`src/rtl/ihc_pkg.sv`:
```
package ihc_pkg;

    typedef enum logic [1:0] {
        OP_LOAD  = 2'b00,
        OP_STORE = 2'b01,
        OP_INVAL = 2'b10,
        OP_RSVD  = 2'b11
    } op_e;

    typedef enum logic [1:0] {
        MC_LINE_RD = 2'b00,
        MC_LINE_WR = 2'b01,
        MC_WORD_RD = 2'b10,
        MC_WORD_WR = 2'b11
    } mcmd_e;

    typedef enum logic [3:0] {
        S_IDLE,
        S_LOOKUP,
        S_EVICT,
        S_FILL_REQ,
        S_FILL_WAIT,
        S_DROP_WB,
        S_BYP_REQ,
        S_BYP_WAIT,
        S_RESP
    } state_e;

endpackage

```
`src/rtl/ihc_addr_split.sv`:
```
module ihc_addr_split #(
    parameter int ADDR_W    = 12,
    parameter int BYTE_OFF  = 2,
    parameter int WORD_BITS = 2,
    parameter int IDX_W     = 4,
    parameter int TAG_W     = 4
) (
    input  logic [ADDR_W-1:0]    addr,
    output logic [TAG_W-1:0]     tag,
    output logic [IDX_W-1:0]     idx,
    output logic [WORD_BITS-1:0] word,
    output logic [ADDR_W-1:0]    line_base,
    output logic [ADDR_W-1:0]    word_addr
);
    localparam int OFF_W = BYTE_OFF + WORD_BITS;

    // Plain modulo indexing: the set is a direct slice of the address.
    assign tag       = addr[ADDR_W-1 -: TAG_W];
    assign idx       = addr[OFF_W +: IDX_W];
    assign word      = addr[BYTE_OFF +: WORD_BITS];
    assign line_base = {addr[ADDR_W-1:OFF_W], {OFF_W{1'b0}}};
    assign word_addr = {addr[ADDR_W-1:BYTE_OFF], {BYTE_OFF{1'b0}}};

endmodule

```
`src/rtl/ihc_line_store.sv`:
```
module ihc_line_store #(
    parameter int SETS   = 16,
    parameter int IDX_W  = 4,
    parameter int TAG_W  = 4,
    parameter int LINE_W = 128
) (
    input  logic              clk,
    input  logic              rst_n,
    input  logic [IDX_W-1:0]  rd_idx,
    output logic              rd_valid,
    output logic              rd_dirty,
    output logic              rd_mark,
    output logic [TAG_W-1:0]  rd_tag,
    output logic [LINE_W-1:0] rd_line,
    input  logic              wr_en,
    input  logic [IDX_W-1:0]  wr_idx,
    input  logic              wr_valid,
    input  logic              wr_dirty,
    input  logic              wr_mark,
    input  logic [TAG_W-1:0]  wr_tag,
    input  logic [LINE_W-1:0] wr_line
);
    logic [SETS-1:0]   valid_vec;
    logic [SETS-1:0]   dirty_vec;
    logic [SETS-1:0]   mark_vec;
    logic [TAG_W-1:0]  tag_arr  [SETS];
    logic [LINE_W-1:0] line_arr [SETS];

    for (genvar s = 0; s < SETS; s++) begin : g_set
        logic              hit_wr;
        logic              v_r, d_r, m_r;
        logic [TAG_W-1:0]  tag_r;
        logic [LINE_W-1:0] line_r;

        assign hit_wr = wr_en && (wr_idx == IDX_W'(s));

        always_ff @(posedge clk or negedge rst_n) begin
            if (!rst_n) begin
                v_r <= 1'b0;
                d_r <= 1'b0;
                m_r <= 1'b0;
            end else if (hit_wr) begin
                v_r <= wr_valid;
                d_r <= wr_dirty;
                m_r <= wr_mark;
            end
        end

        always_ff @(posedge clk) begin
            if (hit_wr) begin
                tag_r  <= wr_tag;
                line_r <= wr_line;
            end
        end

        assign valid_vec[s] = v_r;
        assign dirty_vec[s] = d_r;
        assign mark_vec[s]  = m_r;
        assign tag_arr[s]   = tag_r;
        assign line_arr[s]  = line_r;
    end

    assign rd_valid = valid_vec[rd_idx];
    assign rd_dirty = dirty_vec[rd_idx];
    assign rd_mark  = mark_vec[rd_idx];
    assign rd_tag   = tag_arr[rd_idx];
    assign rd_line  = line_arr[rd_idx];

endmodule

```
`src/rtl/ihc_fsm.sv`:
```
module ihc_fsm
    import ihc_pkg::*;
#(
    parameter int ADDR_W     = 12,
    parameter int DATA_W     = 32,
    parameter int LINE_WORDS = 4,
    parameter int WORD_BITS  = 2,
    parameter int IDX_W      = 4,
    parameter int TAG_W      = 4,
    parameter int OFF_W      = 4,
    parameter int LINE_W     = 128
) (
    input  logic                 clk,
    input  logic                 rst_n,
    // request side
    input  logic                 req_valid,
    output logic                 req_ready,
    input  logic [1:0]           req_op,
    input  logic [ADDR_W-1:0]    req_addr,
    input  logic [DATA_W-1:0]    req_wdata,
    input  logic                 req_nocache,
    input  logic                 priv_mode,
    output logic                 resp_valid,
    output logic [DATA_W-1:0]    resp_rdata,
    // next-level side
    output logic                 mem_req_valid,
    input  logic                 mem_req_ready,
    output logic [1:0]           mem_req_cmd,
    output logic [ADDR_W-1:0]    mem_req_addr,
    output logic [LINE_W-1:0]    mem_req_wline,
    input  logic                 mem_rvalid,
    input  logic [LINE_W-1:0]    mem_rline,
    // address fields of the held request
    output logic [ADDR_W-1:0]    cur_addr,
    input  logic [TAG_W-1:0]     cur_tag,
    input  logic [IDX_W-1:0]     cur_idx,
    input  logic [WORD_BITS-1:0] cur_word,
    input  logic [ADDR_W-1:0]    cur_line_base,
    input  logic [ADDR_W-1:0]    cur_word_addr,
    // line store
    input  logic                 rd_valid,
    input  logic                 rd_dirty,
    input  logic                 rd_mark,
    input  logic [TAG_W-1:0]     rd_tag,
    input  logic [LINE_W-1:0]    rd_line,
    output logic                 wr_en,
    output logic [IDX_W-1:0]     wr_idx,
    output logic                 wr_valid,
    output logic                 wr_dirty,
    output logic                 wr_mark,
    output logic [TAG_W-1:0]     wr_tag,
    output logic [LINE_W-1:0]    wr_line
);
    state_e              state_q, state_d;
    logic [1:0]          op_q;
    logic [ADDR_W-1:0]   addr_q;
    logic [DATA_W-1:0]   wdata_q;
    logic [DATA_W-1:0]   rdata_q;

    logic                hit;
    logic                is_store;
    logic                is_inval;
    logic                take_bypass;
    logic [DATA_W-1:0]   hit_word;
    logic [LINE_W-1:0]   merged_line;
    logic [ADDR_W-1:0]   victim_addr;

    assign cur_addr    = addr_q;
    assign hit         = rd_valid && (rd_tag == cur_tag);
    assign is_store    = (op_q == OP_STORE);
    assign is_inval    = (op_q == OP_INVAL);
    assign take_bypass = req_nocache && priv_mode && (req_op != OP_INVAL);
    assign victim_addr = {rd_tag, cur_idx, {OFF_W{1'b0}}};

    // Word select and store merge on the indexed line.
    always_comb begin
        hit_word    = '0;
        merged_line = rd_line;
        for (int w = 0; w < LINE_WORDS; w++) begin
            if (cur_word == WORD_BITS'(w)) begin
                hit_word                         = rd_line[w*DATA_W +: DATA_W];
                merged_line[w*DATA_W +: DATA_W] = wdata_q;
            end
        end
    end

    // State register.
    always_ff @(posedge clk or negedge rst_n) begin
        if (!rst_n) state_q <= S_IDLE;
        else        state_q <= state_d;
    end

    // Held request and load result.
    always_ff @(posedge clk or negedge rst_n) begin
        if (!rst_n) begin
            op_q    <= OP_LOAD;
            addr_q  <= '0;
            wdata_q <= '0;
            rdata_q <= '0;
        end else begin
            if (state_q == S_IDLE && req_valid) begin
                op_q    <= req_op;
                addr_q  <= req_addr;
                wdata_q <= req_wdata;
            end
            if (state_q == S_LOOKUP && hit && !is_inval && !is_store)
                rdata_q <= hit_word;
            if (state_q == S_BYP_WAIT && mem_rvalid)
                rdata_q <= mem_rline[DATA_W-1:0];
        end
    end

    // Next state.
    always_comb begin
        state_d = state_q;
        unique case (state_q)
            S_IDLE:      if (req_valid) state_d = take_bypass ? S_BYP_REQ : S_LOOKUP;
            S_LOOKUP: begin
                if (is_inval)                 state_d = S_RESP;
                else if (hit)                 state_d = rd_mark ? S_DROP_WB : S_RESP;
                else if (rd_valid && rd_dirty) state_d = S_EVICT;
                else                          state_d = S_FILL_REQ;
            end
            S_EVICT:     if (mem_req_ready) state_d = S_FILL_REQ;
            S_FILL_REQ:  if (mem_req_ready) state_d = S_FILL_WAIT;
            S_FILL_WAIT: if (mem_rvalid)    state_d = S_LOOKUP;
            S_DROP_WB:   if (mem_req_ready) state_d = S_RESP;
            S_BYP_REQ:   if (mem_req_ready) state_d = is_store ? S_RESP : S_BYP_WAIT;
            S_BYP_WAIT:  if (mem_rvalid)    state_d = S_RESP;
            S_RESP:      state_d = S_IDLE;
            default:     state_d = S_IDLE;
        endcase
    end

    // Outputs.
    always_comb begin
        req_ready     = (state_q == S_IDLE);
        resp_valid    = (state_q == S_RESP);
        resp_rdata    = rdata_q;
        mem_req_valid = 1'b0;
        mem_req_cmd   = MC_LINE_RD;
        mem_req_addr  = cur_line_base;
        mem_req_wline = rd_line;
        wr_en         = 1'b0;
        wr_idx        = cur_idx;
        wr_valid      = rd_valid;
        wr_dirty      = rd_dirty;
        wr_mark       = rd_mark;
        wr_tag        = rd_tag;
        wr_line       = rd_line;
        unique case (state_q)
            S_LOOKUP: begin
                if (is_inval && hit) begin
                    // clean: drop now; dirty: flag for drop on next touch
                    wr_en    = 1'b1;
                    wr_valid = rd_dirty;
                    wr_mark  = rd_dirty;
                end else if (!is_inval && hit && is_store) begin
                    wr_en    = 1'b1;
                    wr_dirty = 1'b1;
                    wr_line  = merged_line;
                end
            end
            S_EVICT: begin
                mem_req_valid = 1'b1;
                mem_req_cmd   = MC_LINE_WR;
                mem_req_addr  = victim_addr;
            end
            S_FILL_REQ: begin
                mem_req_valid = 1'b1;
                mem_req_cmd   = MC_LINE_RD;
            end
            S_FILL_WAIT: begin
                if (mem_rvalid) begin
                    wr_en    = 1'b1;
                    wr_valid = 1'b1;
                    wr_dirty = 1'b0;
                    wr_mark  = 1'b0;
                    wr_tag   = cur_tag;
                    wr_line  = mem_rline;
                end
            end
            S_DROP_WB: begin
                mem_req_valid = 1'b1;
                mem_req_cmd   = MC_LINE_WR;
                mem_req_addr  = victim_addr;
                if (mem_req_ready) begin
                    wr_en    = 1'b1;
                    wr_valid = 1'b0;
                    wr_dirty = 1'b0;
                    wr_mark  = 1'b0;
                end
            end
            S_BYP_REQ: begin
                mem_req_valid = 1'b1;
                mem_req_cmd   = is_store ? MC_WORD_WR : MC_WORD_RD;
                mem_req_addr  = cur_word_addr;
                mem_req_wline = LINE_W'(wdata_q);
            end
            default: ;
        endcase
    end

endmodule

```
`src/rtl/inval_hint_dcache.sv`:
```
module inval_hint_dcache #(
    parameter int ADDR_W     = 12,
    parameter int DATA_W     = 32,
    parameter int LINE_WORDS = 4,
    parameter int SETS       = 16
) (
    input  logic                         clk,
    input  logic                         rst_n,
    input  logic                         req_valid,
    output logic                         req_ready,
    input  logic [1:0]                   req_op,
    input  logic [ADDR_W-1:0]            req_addr,
    input  logic [DATA_W-1:0]            req_wdata,
    input  logic                         req_nocache,
    input  logic                         priv_mode,
    output logic                         resp_valid,
    output logic [DATA_W-1:0]            resp_rdata,
    output logic                         mem_req_valid,
    input  logic                         mem_req_ready,
    output logic [1:0]                   mem_req_cmd,
    output logic [ADDR_W-1:0]            mem_req_addr,
    output logic [DATA_W*LINE_WORDS-1:0] mem_req_wline,
    input  logic                         mem_rvalid,
    input  logic [DATA_W*LINE_WORDS-1:0] mem_rline
);
    localparam int BYTE_OFF  = $clog2(DATA_W / 8);
    localparam int WORD_BITS = $clog2(LINE_WORDS);
    localparam int IDX_W     = $clog2(SETS);
    localparam int OFF_W     = BYTE_OFF + WORD_BITS;
    localparam int TAG_W     = ADDR_W - IDX_W - OFF_W;
    localparam int LINE_W    = DATA_W * LINE_WORDS;

    logic [ADDR_W-1:0]    cur_addr;
    logic [TAG_W-1:0]     cur_tag;
    logic [IDX_W-1:0]     cur_idx;
    logic [WORD_BITS-1:0] cur_word;
    logic [ADDR_W-1:0]    cur_line_base;
    logic [ADDR_W-1:0]    cur_word_addr;

    logic                 rd_valid, rd_dirty, rd_mark;
    logic [TAG_W-1:0]     rd_tag;
    logic [LINE_W-1:0]    rd_line;
    logic                 wr_en, wr_valid, wr_dirty, wr_mark;
    logic [IDX_W-1:0]     wr_idx;
    logic [TAG_W-1:0]     wr_tag;
    logic [LINE_W-1:0]    wr_line;

    ihc_addr_split #(
        .ADDR_W(ADDR_W), .BYTE_OFF(BYTE_OFF), .WORD_BITS(WORD_BITS),
        .IDX_W(IDX_W), .TAG_W(TAG_W)
    ) u_split (
        .addr      (cur_addr),
        .tag       (cur_tag),
        .idx       (cur_idx),
        .word      (cur_word),
        .line_base (cur_line_base),
        .word_addr (cur_word_addr)
    );

    ihc_line_store #(
        .SETS(SETS), .IDX_W(IDX_W), .TAG_W(TAG_W), .LINE_W(LINE_W)
    ) u_store (
        .clk      (clk),
        .rst_n    (rst_n),
        .rd_idx   (cur_idx),
        .rd_valid (rd_valid),
        .rd_dirty (rd_dirty),
        .rd_mark  (rd_mark),
        .rd_tag   (rd_tag),
        .rd_line  (rd_line),
        .wr_en    (wr_en),
        .wr_idx   (wr_idx),
        .wr_valid (wr_valid),
        .wr_dirty (wr_dirty),
        .wr_mark  (wr_mark),
        .wr_tag   (wr_tag),
        .wr_line  (wr_line)
    );

    ihc_fsm #(
        .ADDR_W(ADDR_W), .DATA_W(DATA_W), .LINE_WORDS(LINE_WORDS),
        .WORD_BITS(WORD_BITS), .IDX_W(IDX_W), .TAG_W(TAG_W),
        .OFF_W(OFF_W), .LINE_W(LINE_W)
    ) u_fsm (
        .clk           (clk),
        .rst_n         (rst_n),
        .req_valid     (req_valid),
        .req_ready     (req_ready),
        .req_op        (req_op),
        .req_addr      (req_addr),
        .req_wdata     (req_wdata),
        .req_nocache   (req_nocache),
        .priv_mode     (priv_mode),
        .resp_valid    (resp_valid),
        .resp_rdata    (resp_rdata),
        .mem_req_valid (mem_req_valid),
        .mem_req_ready (mem_req_ready),
        .mem_req_cmd   (mem_req_cmd),
        .mem_req_addr  (mem_req_addr),
        .mem_req_wline (mem_req_wline),
        .mem_rvalid    (mem_rvalid),
        .mem_rline     (mem_rline),
        .cur_addr      (cur_addr),
        .cur_tag       (cur_tag),
        .cur_idx       (cur_idx),
        .cur_word      (cur_word),
        .cur_line_base (cur_line_base),
        .cur_word_addr (cur_word_addr),
        .rd_valid      (rd_valid),
        .rd_dirty      (rd_dirty),
        .rd_mark       (rd_mark),
        .rd_tag        (rd_tag),
        .rd_line       (rd_line),
        .wr_en         (wr_en),
        .wr_idx        (wr_idx),
        .wr_valid      (wr_valid),
        .wr_dirty      (wr_dirty),
        .wr_mark       (wr_mark),
        .wr_tag        (wr_tag),
        .wr_line       (wr_line)
    );

endmodule

```
`config.mk`:
```
export PLATFORM = sky130hd
export DESIGN_NAME = inval_hint_dcache
export DESIGN_NICKNAME = d
export VERILOG_FILES = /design/src/rtl/ihc_pkg.sv /design/src/rtl/ihc_addr_split.sv /design/src/rtl/ihc_line_store.sv /design/src/rtl/ihc_fsm.sv /design/src/rtl/inval_hint_dcache.sv
export SDC_FILE = /design/constraint.sdc
export NUM_CORES = 2
export LEC_CHECK = 0
export CORE_UTILIZATION = 65
export CTS_CLUSTER_DIAMETER = 80
export CTS_CLUSTER_SIZE = 40
export DETAILED_ROUTE_END_ITERATION = 7
export PLACE_DENSITY = 0.87
export SLEW_MARGIN = 20
export SYNTH_ARGS = -nofsm -noshare
export SYNTH_HDL_FRONTEND = slang
export SYNTH_HIERARCHICAL = 1
export SYNTH_SLANG_ARGS = --single-unit
export TNS_END_PERCENT = 20
```
`constraint.sdc`:
```
create_clock -name clk -period 27.8 [get_ports clk]
set_input_delay 6.95 -clock clk [delete_from_list [all_inputs] [get_ports clk]]
set_output_delay 6.95 -clock clk [all_outputs]
set_load 0.05 [all_outputs]
```
==> flow_summary.ini <==
[clocking]
holdBufCountCts = 0
post_cts_buffers = 0
clock_latency_ps = 760
clockRootBuffer = clkbuf_16
clk_pin_slew_ps = 140
cts.repair.resized = 0
cts_sinks = 2240
cts_max_path_buffers = 3
numCtsBuffers = 78
cts.htree.levels = 3
cts_tree = done

[drt]
first_iter_violations = 10000
vias = 50000
firstDrtPassIters = 6
viasPerCell = 7.88
wirelength_mm = 268
drc = 0
wire_per_inst_um = 42.2
ant_nets = 0

[die]
core_um2 = 138000
die_height_um = 375
rows = 136
die-area_um2 = 141000
pin_count = 358
die_w_um = 375
start_util_pct = 65.6

[worst_setup_path]
endpoint_kind = output pin
arrival_ps = 6710
slowest_delay_ps = 900
cp-start-kind = register
crit_top_cell = nand2_1
criticalPathCategory = reg -> out
path_max_fanout = 107
cp.required_ps = 20850
r2r_cells = 12
cp_cell_sequence = buf_12 -> buf_4 -> buf_6 -> mux4_2 -> nor2b_1 -> a211oi_1 -> a21oi_1 -> nand2_1 -> nand2_1 -> clkdlybuf4s50_1
slowest_stage = dfrtp_4

[sta]
timing.final.ws_setup_ps = 14140
finalSetupTns_ps = 0
finClkSkew_ps = 53.4
finalMaxSlewViolations = 1
setup_viol = 0
relSlewSlack_pct = -74.6
fmax_mhz = 73.2
rsz0062_at_grt = false
fin_crit_ps = 13660
tightest_slew_ps = 2590
min_period_over_period_pct = 49.1
hold_violations = 0
timing.hold.ws_ps = 498

[synthesis]
avgSynthCellArea_um2 = 21.4
netlist_area_um2 = 90500
ys_warn_count = 6
postSynthCellCount = 4232

[global_routing]
antenna_found_initial = 46
grt_pass1_vias = 49500
grtUsageTotal_pct = 38.3
grt_start_max_net_pins = 126
grt_overflow = 0
grt_pass1_wl_mm = 369

[outcome]
violations = max-slew violations
status = finished with violations

[placed_design]
numPortBuffers = 353
gp_congestion = 0.879
dpl.hpwl_mm = 143
post-place-ws_ps = 14800

[pwr]
cellPowerDensity_nw_per_um2 = 130
finalPower_mw = 12.8
irDropWorstVdd_v = 0.000212
p_leak_nw = 31.2

[min_path]
hold_depth = 2
hold_class = reg -> reg

[finish]
fin_nets = 4644
drive_above_1_share_pct = 22.1
area_growth_pct = 8.59

[job]
max-cap-violations = 0
## worst max-delay path, delay by kind of cell, from the launching register on
family | cells | cell delay (ps)
AO/OA/AOI/OAI | 2 | 850
buffers and inverters | 4 | 3060
flip-flops | 1 | 900
multiplexers | 1 | 340
AND/OR/NAND/NOR | 3 | 560
## flip-flops by register name (all words and copies together), names as in the netlist
signal / cells
u_store/g_set.line_r: 2048
u_fsm/state_q: 4
u_fsm/resp_rdata: 32
u_store/g_set.d_r: 16
u_fsm/op_q: 2
u_fsm/cur_addr: 10
u_store/g_set.m_r: 16
u_store/g_set.v_r: 16
u_fsm/wdata_q: 32
u_store/g_set.tag_r: 64
## final cells by class
class / count / area [µm²]
diodes: 18 / 45.0
clock buffers: 104 / 2130
clock inverters: 42 / 639
fillers: 7355 / 39600
inverters: 8 / 70.1
multi-input cells: 1690 / 22200
flip-flops and latches: 2240 / 66600
well taps: 1794 / 2240
repair buffers: 445 / 4300
## through the flow
step / utilization [%] / std cells / area, µm²
after global placement: 69.2 / 6177 / 95400
after detailed placement: 69.2 / 6177 / 95400
after global routing: 71.3 / 6325 / 98200
final: 71.3 / 6341 / 98300
after CTS: 71.2 / 6323 / 98200
after floorplan: - / 4237 / 90500
## layer usage
layer / GRT usage (%) / routed length, µm / share of wire (%)
met2: 57.3 / 122000 / 45
met5: 0 / 342 / 0.13
met3: 15.0 / 47600 / 18
met4: 20.0 / 16400 / 6.1
met1: 49.0 / 81600 / 30
## path summary, 6_finish.rpt
check	end	from	slack, ps
max reg2reg	u_store/g_set[4].line_r[64]	u_fsm/cur_addr[7]	19450
max	mem_req_wline[29]	u_fsm/cur_addr[4]	14140
min reg2reg	u_fsm/resp_rdata[29]	u_fsm/resp_rdata[29]	500
min in group asynchronous	u_fsm/wdata_q[10]	rst_n	6230
max in group asynchronous	u_fsm/cur_addr[3]	rst_n	19990
min	u_fsm/resp_rdata[29]	u_fsm/resp_rdata[29]	500
## power by group
| part | switching, mW | leakage (nW) | internal (mW) |
|---|---|---|---|
| clock network | 1.07 | 1.33 | 0.603 |
| logic | 3.94 | 9.20 | 1.94 |
| registers | 0.230 | 20.7 | 5.01 |
## placed cells by master (no fill, tap or decap), drive strengths merged, types with 3 or more instances in the layout
cell type         n
nand2           150
a31oi             4
a21oi            60
a221o           142
a22o              8
clkdlybuf4s50   352
diode            18
edfxtp         2112
o21ai            57
nand3            11
nor3              7
mux2            126
mux4            637
a21o              9
conb              6
and3              3
dfrtp           128
clkbuf          104
xnor2             4
mux2i            75
clkinv           16
nor2             19
a211oi           44
nand2b           10
inv              32
buf              93
o31ai             3
o22ai            15
nor2b           143
or3               3
and2            130
Note: power is estimated with default switching activity, not from simulation.
